<file path="src/rtl/evtmr_pkg.sv">
package evtmr_pkg;

    localparam int OFF_CAPS   = 'h000;
    localparam int OFF_GCFG   = 'h010;
    localparam int OFF_ISR    = 'h020;
    localparam int OFF_CTR    = 'h0F0;
    localparam int OFF_TMR    = 'h100;
    localparam int TMR_SHIFT  = 5;       // 32-byte stride per timer

    localparam int GCFG_RUN_BIT = 0;
    localparam int GCFG_LEG_BIT = 1;

    localparam logic [63:0] TICK_FS = 64'd1000000000000000 / (64'd1 << 24);

    typedef struct packed {
        logic        ok;       // legal size and alignment
        logic        upper;    // 4-byte access to bits 63:32
        logic        full;     // 8-byte access
        logic [63:0] mask;
        logic [63:0] data;
    } acc_t;

    function automatic logic [63:0] lane_merge(input logic [63:0] old_v,
                                               input logic [63:0] new_v,
                                               input logic [63:0] mask);
        return (old_v & ~mask) | (new_v & mask);
    endfunction

endpackage

</file>
<file path="src/rtl/evtmr_access_dec.sv">
module evtmr_access_dec
    import evtmr_pkg::*;
#(
    parameter int AW = 10
) (
    input  logic [AW-1:0] addr,
    input  logic [3:0]    size,
    input  logic [63:0]   wdata,
    output acc_t          acc
);
    logic size4, size8, aligned;

    always_comb begin
        size4   = (size == 4'd4);
        size8   = (size == 4'd8);
        aligned = size8 ? (addr[2:0] == 3'b000) : (addr[1:0] == 2'b00);

        acc.ok    = (size4 || size8) && aligned;
        acc.full  = size8;
        acc.upper = size4 && addr[2];

        if (size8) begin
            acc.mask = '1;
            acc.data = wdata;
        end else if (acc.upper) begin
            acc.mask = {32'hFFFF_FFFF, 32'h0};
            acc.data = {wdata[31:0], 32'h0};
        end else begin
            acc.mask = {32'h0, 32'hFFFF_FFFF};
            acc.data = {32'h0, wdata[31:0]};
        end
    end

    always_comb begin
        if (acc.ok) begin
            assert (acc.full ? (acc.mask == '1) : ($countones(acc.mask) == 32))
                else $error("AST_LANE_MASK_WIDTH");
        end
    end

endmodule

</file>
<file path="src/rtl/evtmr_main_ctr.sv">
module evtmr_main_ctr #(
    parameter int CW = 32
) (
    input  logic          clk,
    input  logic          rst_n,
    input  logic          run,
    input  logic          tick,
    input  logic          wr,
    input  logic [63:0]   wmask,
    input  logic [63:0]   wdata,
    output logic [CW-1:0] count
);
    localparam int PAD = 64 - CW;

    typedef struct packed {
        logic [CW-1:0] cnt;
    } ctr_st_t;

    ctr_st_t q, d;
    logic [63:0] merged;

    always_comb begin
        d      = q;
        merged = evtmr_pkg::lane_merge({{PAD{1'b0}}, q.cnt}, wdata, wmask);
        if (wr)
            d.cnt = merged[CW-1:0];
        else if (run && tick)
            d.cnt = q.cnt + 1'b1;
    end

    always_ff @(posedge clk or negedge rst_n) begin
        if (!rst_n) q <= '0;
        else        q <= d;
    end

    assign count = q.cnt;

    AST_CTR_HOLD: assert property (@(posedge clk) disable iff (!rst_n)
        (!wr && !(run && tick)) |=> $stable(count)) else $error("AST_CTR_HOLD");

    AST_CTR_STEP: assert property (@(posedge clk) disable iff (!rst_n)
        (!wr && run && tick) |=> (count == CW'($past(count) + 1'b1))) else $error("AST_CTR_STEP");

    AST_CTR_WR_WINS: assert property (@(posedge clk) disable iff (!rst_n)
        (wr && (wmask[CW-1:0] == '1)) |=> (count == $past(wdata[CW-1:0]))) else $error("AST_CTR_WR_WINS");

endmodule

</file>
<file path="src/rtl/evtmr_timer_bank.sv">
module evtmr_timer_bank
    import evtmr_pkg::*;
#(
    parameter int AW     = 10,
    parameter int NT     = 8,
    parameter int CMP_W  = 32
) (
    input  logic              clk,
    input  logic              rst_n,
    input  logic              wr,
    input  logic [AW-4:0]     waddr,     // byte address bits AW-1:3
    input  logic [63:0]       mask,
    input  logic [63:0]       data,
    output logic              rd_hit,
    output logic [63:0]       rd_data,
    output logic [NT*64-1:0]  cfg_o,
    output logic [NT*CMP_W-1:0] cmp_o,
    output logic [NT*64-1:0]  route_o
);
    localparam int BLK_W    = AW - TMR_SHIFT;
    localparam int BASE_BLK = OFF_TMR >> TMR_SHIFT;
    localparam int PAD      = 64 - CMP_W;

    typedef struct packed {
        logic [NT-1:0][63:0]    cfg;
        logic [NT-1:0][CMP_W-1:0] cmp;
        logic [NT-1:0][63:0]    route;
    } bank_st_t;

    bank_st_t q, d;
    logic [NT-1:0] hit;
    logic [1:0]    sub;
    logic [63:0]   cmp_m;

    assign sub = waddr[1:0];

    for (genvar n = 0; n < NT; n++) begin : g_tmr
        assign hit[n] = (waddr[AW-4:2] == BLK_W'(BASE_BLK + n));
        assign cfg_o  [n*64    +: 64]    = q.cfg[n];
        assign cmp_o  [n*CMP_W +: CMP_W] = q.cmp[n];
        assign route_o[n*64    +: 64]    = q.route[n];
    end

    always_comb begin
        d       = q;
        rd_hit  = 1'b0;
        rd_data = '0;
        cmp_m   = '0;
        for (int n = 0; n < NT; n++) begin
            if (hit[n]) begin
                case (sub)
                    2'd0: begin
                        rd_hit  = 1'b1;
                        rd_data = q.cfg[n];
                        if (wr) d.cfg[n] = lane_merge(q.cfg[n], data, mask);
                    end
                    2'd1: begin
                        rd_hit  = 1'b1;
                        rd_data = {{PAD{1'b0}}, q.cmp[n]};
                        cmp_m   = lane_merge({{PAD{1'b0}}, q.cmp[n]}, data, mask);
                        if (wr) d.cmp[n] = cmp_m[CMP_W-1:0];
                    end
                    2'd2: begin
                        rd_hit  = 1'b1;
                        rd_data = q.route[n];
                        if (wr) d.route[n] = lane_merge(q.route[n], data, mask);
                    end
                    default: ;
                endcase
            end
        end
    end

    always_ff @(posedge clk or negedge rst_n) begin
        if (!rst_n) begin
            q.cfg   <= '0;
            q.cmp   <= '1;
            q.route <= '0;
        end else begin
            q <= d;
        end
    end

    AST_TMR_ONE_HIT: assert property (@(posedge clk) disable iff (!rst_n)
        $onehot0(hit)) else $error("AST_TMR_ONE_HIT");

    AST_TMR_IDLE: assert property (@(posedge clk) disable iff (!rst_n)
        !wr |=> ($stable(cfg_o) && $stable(cmp_o) && $stable(route_o))) else $error("AST_TMR_IDLE");

endmodule

</file>
<file path="src/rtl/evtmr_regif.sv">
module evtmr_regif
    import evtmr_pkg::*;
#(
    parameter int          AW        = 10,
    parameter int          NUM_TMR   = 8,
    parameter int          CTR_W     = 32,
    parameter logic [15:0] VENDOR_ID = 16'hC0DE
) (
    input  logic                    clk,
    input  logic                    rst_n,
    input  logic                    tick_en,
    input  logic [NUM_TMR-1:0]      irq_set,
    input  logic                    req_valid,
    output logic                    req_ready,
    input  logic                    req_write,
    input  logic [AW-1:0]           req_addr,
    input  logic [3:0]              req_size,
    input  logic [63:0]             req_wdata,
    output logic                    rsp_valid,
    output logic [63:0]             rsp_rdata,
    output logic [CTR_W-1:0]        ctr_value,
    output logic                    ctr_run,
    output logic [NUM_TMR*64-1:0]   tmr_cfg,
    output logic [NUM_TMR*32-1:0]   tmr_cmp,
    output logic [NUM_TMR*64-1:0]   tmr_route
);
    localparam logic [AW-1:0] A_CAPS = AW'(OFF_CAPS);
    localparam logic [AW-1:0] A_GCFG = AW'(OFF_GCFG);
    localparam logic [AW-1:0] A_ISR  = AW'(OFF_ISR);
    localparam logic [AW-1:0] A_CTR  = AW'(OFF_CTR);
    localparam int            ISR_PAD = 64 - NUM_TMR;
    localparam int            CTR_PAD = 64 - CTR_W;

    typedef struct packed {
        logic               ready;
        logic [63:0]        gcfg;
        logic [NUM_TMR-1:0] isr;
        logic               rsp_valid;
        logic [63:0]        rdata;
    } top_st_t;

    top_st_t q, d;
    acc_t    dec;

    logic               accept, wr_ok, rd_ok;
    logic               hit_caps, hit_gcfg, hit_isr, hit_ctr;
    logic               bank_hit;
    logic [63:0]        bank_rd, raw_rd, shaped_rd, caps_word;
    logic [NUM_TMR-1:0] isr_clr;
    logic               wr_isr;

    evtmr_access_dec #(.AW(AW)) u_dec (
        .addr  (req_addr),
        .size  (req_size),
        .wdata (req_wdata),
        .acc   (dec)
    );

    evtmr_main_ctr #(.CW(CTR_W)) u_ctr (
        .clk   (clk),
        .rst_n (rst_n),
        .run   (q.gcfg[GCFG_RUN_BIT]),
        .tick  (tick_en),
        .wr    (wr_ok && hit_ctr),
        .wmask (dec.mask),
        .wdata (dec.data),
        .count (ctr_value)
    );

    evtmr_timer_bank #(.AW(AW), .NT(NUM_TMR), .CMP_W(32)) u_bank (
        .clk     (clk),
        .rst_n   (rst_n),
        .wr      (wr_ok),
        .waddr   (req_addr[AW-1:3]),
        .mask    (dec.mask),
        .data    (dec.data),
        .rd_hit  (bank_hit),
        .rd_data (bank_rd),
        .cfg_o   (tmr_cfg),
        .cmp_o   (tmr_cmp),
        .route_o (tmr_route)
    );

    assign caps_word = {TICK_FS[31:0], VENDOR_ID, 3'b000, 5'(NUM_TMR - 1), 8'h01};

    always_comb begin
        d = q;
        d.ready = 1'b1;

        accept = req_valid && q.ready;
        wr_ok  = accept && req_write && dec.ok;
        rd_ok  = accept && !req_write && dec.ok;

        hit_caps = (req_addr[AW-1:3] == A_CAPS[AW-1:3]);
        hit_gcfg = (req_addr[AW-1:3] == A_GCFG[AW-1:3]);
        hit_isr  = (req_addr[AW-1:3] == A_ISR[AW-1:3]);
        hit_ctr  = (req_addr[AW-1:3] == A_CTR[AW-1:3]);

        // general configuration: merge, legacy routing bit forced low
        if (wr_ok && hit_gcfg) begin
            d.gcfg = lane_merge(q.gcfg, dec.data, dec.mask);
            d.gcfg[GCFG_LEG_BIT] = 1'b0;
        end

        // status: write-one-to-clear, event sets take precedence
        wr_isr  = wr_ok && hit_isr;
        isr_clr = wr_isr ? (dec.data[NUM_TMR-1:0] & dec.mask[NUM_TMR-1:0]) : '0;
        d.isr   = (q.isr & ~isr_clr) | irq_set;

        // read path
        if (hit_caps)      raw_rd = caps_word;
        else if (hit_gcfg) raw_rd = q.gcfg;
        else if (hit_isr)  raw_rd = {{ISR_PAD{1'b0}}, q.isr};
        else if (hit_ctr)  raw_rd = {{CTR_PAD{1'b0}}, ctr_value};
        else if (bank_hit) raw_rd = bank_rd;
        else               raw_rd = '0;

        if (dec.full)       shaped_rd = raw_rd;
        else if (dec.upper) shaped_rd = {32'h0, raw_rd[63:32]};
        else                shaped_rd = {32'h0, raw_rd[31:0]};

        d.rsp_valid = accept;
        d.rdata     = rd_ok ? shaped_rd : '0;
    end

    always_ff @(posedge clk or negedge rst_n) begin
        if (!rst_n) q <= '0;
        else        q <= d;
    end

    assign req_ready = q.ready;
    assign rsp_valid = q.rsp_valid;
    assign rsp_rdata = q.rdata;
    assign ctr_run   = q.gcfg[GCFG_RUN_BIT];

    AST_RSP_NEXT: assert property (@(posedge clk) disable iff (!rst_n)
        (req_valid && req_ready) |=> rsp_valid) else $error("AST_RSP_NEXT");

    AST_RSP_IDLE: assert property (@(posedge clk) disable iff (!rst_n)
        !(req_valid && req_ready) |=> !rsp_valid) else $error("AST_RSP_IDLE");

    AST_BAD_RD_ZERO: assert property (@(posedge clk) disable iff (!rst_n)
        (req_valid && req_ready && !req_write && !dec.ok) |=> (rsp_rdata == 64'd0)) else $error("AST_BAD_RD_ZERO");

    AST_BAD_WR_DROP: assert property (@(posedge clk) disable iff (!rst_n)
        (req_valid && req_ready && req_write && !dec.ok) |=> ($stable(ctr_run) && $stable(tmr_cfg) && $stable(tmr_route))) else $error("AST_BAD_WR_DROP");

    AST_LEG_ZERO: assert property (@(posedge clk) disable iff (!rst_n)
        (wr_ok && hit_gcfg) |=> (q.gcfg[GCFG_LEG_BIT] == 1'b0)) else $error("AST_LEG_ZERO");

    AST_ISR_CLR: assert property (@(posedge clk) disable iff (!rst_n)
        (wr_isr && (irq_set == '0)) |=> ((q.isr & $past(isr_clr)) == '0)) else $error("AST_ISR_CLR");

    AST_ISR_SET: assert property (@(posedge clk) disable iff (!rst_n)
        (irq_set != '0) |=> ((q.isr & $past(irq_set)) == $past(irq_set))) else $error("AST_ISR_SET");

endmodule

</file>
<file path="config.mk">
export PLATFORM = sky130hd
export DESIGN_NAME = evtmr_regif
export DESIGN_NICKNAME = d
export VERILOG_FILES = /design/src/rtl/evtmr_pkg.sv /design/src/rtl/evtmr_access_dec.sv /design/src/rtl/evtmr_main_ctr.sv /design/src/rtl/evtmr_timer_bank.sv /design/src/rtl/evtmr_regif.sv
export SDC_FILE = /design/constraint.sdc
export NUM_CORES = 2
export LEC_CHECK = 0
export ABC_CLOCK_PERIOD_IN_PS = 3180
export BUFFER_PORTS_ARGS = -buffer_cell sky130_fd_sc_hd__buf_4
export CAP_MARGIN = 20
export CORE_AREA = 3 3 567 569
export DETAILED_ROUTE_END_ITERATION = 8
export DIE_AREA = 0 0 570 572
export SETUP_SLACK_MARGIN = 0.3
export SLEW_MARGIN = 20
export SYNTH_ARGS = -nofsm -noshare
export SYNTH_HDL_FRONTEND = slang
export SYNTH_SLANG_ARGS = --single-unit
export TNS_END_PERCENT = 100
</file>
<file path="constraint.sdc">
create_clock -name clk -period 3.18 [get_ports clk]
set_input_delay 0.636 -clock clk [delete_from_list [all_inputs] [get_ports clk]]
set_output_delay 0.636 -clock clk [all_outputs]
set_load 0.1 [all_outputs]
</file>
; Word-level counts from Yosys, hierarchy flattened
; Index checks and enable logic that the tools add are counted.
[totals]
reg_bits = 1449
input_bits = 91
output_inout_bits = 1379
wordCells = 193
[op_classes]
add_sub_neg = 1
eq_ne = 15
mux = 46
bitwise_logic = 58
reduce_logical = 43
[op_table]
columns = operator, count
row1 = $pmux 64 s3, 8
row2 = $and 64x64->64, 18
row3 = $or 64x64->64, 17
row4 = $mux 64, 15
row5 = $and 32x32->32, 9
row6 = $or 32x32->32, 9
row7 = $mux 128, 2
row8 = $mux 32, 3
row9 = $reduce_and 3->1, 24
row10 = $not 64->64, 1
row11 = $eq 5x4->1 const B, 8
row12 = $add 32x1->32 const B, 1
row13 = $mux 1, 17
row14 = $and 8x8->8, 2
row15 = $logic_and 1x1->1, 11
row16 = $mux 8, 1
row17 = $not 8->8, 1
row18 = $or 8x8->8, 1
row19 = $eq 7x2->1 const B, 1
row20 = $eq 7x3->1 const B, 1
row21 = $eq 7x5->1 const B, 1
row22 = $logic_not 7->1, 1
row23 = $eq 4x3->1 const B, 1
row24 = $eq 4x4->1 const B, 1
row25 = other kinds (8), 9

; Depth between registers and ports, before layout
[depth]
ltp_word = 26
ltp_mapped = 12
mapped_depth_nobuf = 8

; By module
; From an unflattened synthesis, not the netlist that was laid out.
[hier_totals]
cells_unflattened = 7089
area_unflattened_um2 = 76384.5
[by_module_without_submodules]
columns = module, n_inst, cells_each, area_per_inst_um2, seq_area_each_um2
row1 = evtmr_timer_bank, 1, 5907, 65297.6, 32351.0
row2 = evtmr_regif, 1, 782, 7788.7, 3428.3
row3 = evtmr_main_ctr, 1, 247, 2088.3, 800.8
row4 = evtmr_access_dec, 1, 153, 1209.9, 0.0

; Worst setup path after synthesis
; Ideal clock, no wire load.
[synth_path]
path_type = register -> register
startpoint = register q (netlist bit req_ready)
endpoint = register (tool-made name)
setup_time_ns = 0.126
t_arrival_ns = 2.620
setup_slack_ns = 0.435
path_stages_with_launch = 8
path_buffers = 1
synth_period_minus_slack_ns = 2.745
path_cell_list = dfrtp_1 -> and2_1 -> o2111ai_2 -> nor2_1 -> nand2_1 -> nor2_1 -> buf_2 -> mux2_2
[synth_rtl]
columns = element, line
row1 = from (decl), evtmr_regif.sv:42  ; top_st_t q, d;
row2 = from (signal assigned), evtmr_regif.sv:127  ; if (!rst_n) q <= '0;
row3 = from (signal assigned), evtmr_regif.sv:128  ; else q <= d;

==> run summary <==
Hold Crit Endpoint -> rsp_valid$_DFF_PN0_
Yosys Warn Count -> 0
worst hold path depth -> 3
die width -> 570 µm
Via Count -> 61400
reg-to-reg endpoint -> rsp_rdata[13]$_DFF_PN0_
most common cell after layout, fill and taps aside -> buf_4
CTS buffer count -> 180
Cells after Synth -> 6047
largest net degree at the start of global routing -> 121
CTS tree -> built
dpl hpwl -> 365000 µm
Vias/cell -> 5.03
Min Hold Slack -> 0.173 ns
post-layout util -> 30.0%
ANT nets after route -> 0
worst r2r src -> req_ready$_DFF_PN0_
first-pass iteration count of the detailed router -> 6
Startpoint Class -> flip-flop
vias in the first global route -> 58900
Vert. Die Dim -> 572 µm
Slew HR -> 24.5%
VDD IR max -> 0.431 mV
Leak -> 45.4 nW
Placed Cells -> 11900
#FFs+latches synth -> 1449
initial antenna violation count -> 38
Netlist cell types -> 90
register clock-pin slew on the reported worst setup and hold paths -> 0.07 ns
first-pass GRT wire length -> 594000 µm
Buffers on Ports -> 1469
final WL -> 459000 µm
fin cells -> 12200
Main synth FF type -> dfrtp_1
Netlist Area Pre-Place -> 0.0675 mm²
Setup CP Type -> reg -> reg
layout cell share with drive strength beyond 1 -> 46.4%
status -> finished, final reports clean
core area -> 0.317 mm²
synth-to-layout area growth -> 41.3%
share of power burned in registers -> 43.3%
Int Pwr -> 31.8 mW
H-tree lvl count -> 4
WP data required -> 3.95 ns
die area -> 0.326 mm²
row cnt -> 207
RSZ-0062 raised after global routing -> yes
R2R depth -> 11
routed len/inst -> 37.6 µm
Final Skew -> 0.0914 ns
MaxCap Viol Count -> 0
root buf cell -> clkbuf_16
Design Area, Final -> 0.0953 mm²
Post-synth EDFFs -> 0
clock share of power -> 51.0%
net switching power figure -> 10.9 mW
total power -> 42.7 mW
fraction of the cycle the final worst path needs -> 88.9%
Final GP Congestion -> 0.937
gr ovfl total -> 0
Fmax -> 354 MHz
setup violators final -> 0
GRT Total Usage -> 27.1%
DRT iter0 DRCs -> 6816
P per Cell Area -> 448 mW/mm²
final hold viol count -> 0
clock sink count -> 1449
dpl cell area -> 0.0890 mm²
Post-synth ARST share -> 100%
Switching Share -> 25.5%
Post-layout nets -> 7972
worst-path maximum fanout -> 8
Tightest Pin Transition -> 1.13 ns
pins over their slew limit -> 0
Worst-Skew Late Latency -> 0.90 ns
Synth Net Count -> 6139
HP Start -> req_valid
DRC -> 0
Mean Syn Cell Area -> 11.2 µm²
worst-case clock buffer depth -> 4
worst hold path class -> in -> reg
commonest non-fill, non-tap cells in the layout -> buf_4, dfrtp_1, mux2_2
top-level port count -> 1470
Setup crit end kind -> flip-flop
Worst EP arrival -> 3.60 ns
Initial Util -> 21.3%
combinational power share -> 5.7%
worst reg2reg setup slack -> 0.35 ns
min Tclk post-route -> 2.83 ns
sequential area share after synthesis -> 54.2%
## worst max-delay path, cell delays in order, from the launching register on
cell and delay, ns:
dfrtp_1 0.35, and2_1 0.15, o211ai_1 0.23, or2_1 0.34, buf_12 0.13, buf_4 0.19
nor2_1 0.19, nand2_2 0.15, buf_12 0.18, a2111oi_4 0.34, buf_6 0.23, a221o_1 0.20
## cells in the mapped netlist (7+ instances only)
master | instances | area (µm²)
clkbuf_1 | 264 | 991
mux2_1 | 13 | 146
a2111oi_0 | 14 | 123
a21o_1 | 11 | 82.6
buf_2 | 177 | 886
nand2_1 | 208 | 781
o21a_1 | 9 | 67.6
and3_1 | 14 | 87.6
nor4_1 | 10 | 62.6
buf_4 | 120 | 901
inv_1 | 8 | 30.0
o221ai_1 | 13 | 114
mux2_2 | 835 | 9400
dfstp_2 | 256 | 6730
dfrtp_1 | 1193 | 29900
o2bb2ai_1 | 17 | 149
a221oi_1 | 28 | 245
nor2_1 | 814 | 3060
nand3_1 | 43 | 215
a21oi_1 | 820 | 4100
a311oi_1 | 8 | 70.1
a31oi_1 | 7 | 43.8
a221o_1 | 23 | 230
o211ai_1 | 37 | 278
o211a_1 | 9 | 90.1
a32oi_1 | 8 | 70.1
buf_6 | 13 | 146
mux2i_1 | 429 | 4290
nand4_1 | 9 | 56.3
nor2_2 | 15 | 93.8
o2111ai_1 | 10 | 87.6
o22ai_1 | 88 | 551
a22oi_1 | 52 | 390
nor2b_1 | 8 | 50.1
o21ai_0 | 244 | 1220
a211oi_1 | 41 | 308
or4_1 | 9 | 67.6
buf_1 | 13 | 48.8
nor3_1 | 29 | 145
## metrics by stage
stage	setup TNS, ns	setup slack [ns]
floorplan	0	0.435
global placement	-26.64	-0.903
detailed placement	-21.45	-0.708
CTS	0	0.306
global route	0	0.259
finish	0	0.352
## layout make-up
type                       count  area (µm²)
inverter                       8        30.0
antenna                       14        35.0
timing repair buffer        2240       18900
clock inverter                74         962
sequential                  1449       36600
tap                         4180        5230
clock buffer                 255        5140
fill                       32900      222000
multi-input combinational   4001       28400
## timing repair
item / CTS / global route
setup endpoints to repair: 3 / 12
pin swaps: 1 / 0
setup buffers: 1 / 0
gates cloned: 0 / 0
hold endpoints to repair: 36 / 0
hold buffers: 9 / 0
gates resized for setup: 5 / 5
## how the worst max path moves through the flow
| stage | from | to | depth (start not counted) |
|---|---|---|---|
| after floorplan | req_ready$_DFF_PN0_ | flip-flop | 7 |
| after global placement | req_addr[6] | rsp_rdata[5]$_DFF_PN0_ | 9 |
| after detailed placement | req_addr[4] | rsp_rdata[17]$_DFF_PN0_ | 11 |
| after CTS | req_ready$_DFF_PN0_ | rsp_rdata[13]$_DFF_PN0_ | 11 |
| after global routing | req_ready$_DFF_PN0_ | rsp_rdata[13]$_DFF_PN0_ | 11 |
| final | req_ready$_DFF_PN0_ | rsp_rdata[13]$_DFF_PN0_ | 11 |
## power groups by stage
| stage | registers [mW] | clock network, mW | logic (mW) |
|---|---|---|---|
| CTS | 18.5 | 22.2 | 2.44 |
| detailed placement | 18.8 | 0 | 2.42 |
| floorplan | 18.9 | 0 | 0.736 |
| global placement | 18.8 | 0 | 2.42 |
| global route | 18.5 | 22.9 | 2.53 |
| finish | 18.5 | 21.8 | 2.42 |
## cell families after synthesis
logic type / Yosys count / synth area share, %
simple gates: 1208 / 7.52
compound gates: 1505 / 13.1
buf+inv: 597 / 4.48
flops: 1449 / 54.2
xor+xnor: 8 / 0.104
fa+ha+maj: 1 / 0.0185
mux: 1278 / 20.6
other cells: 1 / 0.00556
## routing by layer
metal / global-route usage, % / up-vias / part of all wire, %
met5: 0 / - / 0.0037
met4: 12.9 / 2 / 5.9
met3: 7.52 / 744 / 9.0
met2: 44.7 / 3468 / 47
met1: 32.6 / 31800 / 38
li1: - / 25400 / -
Power figures use the tool's default switching activity.
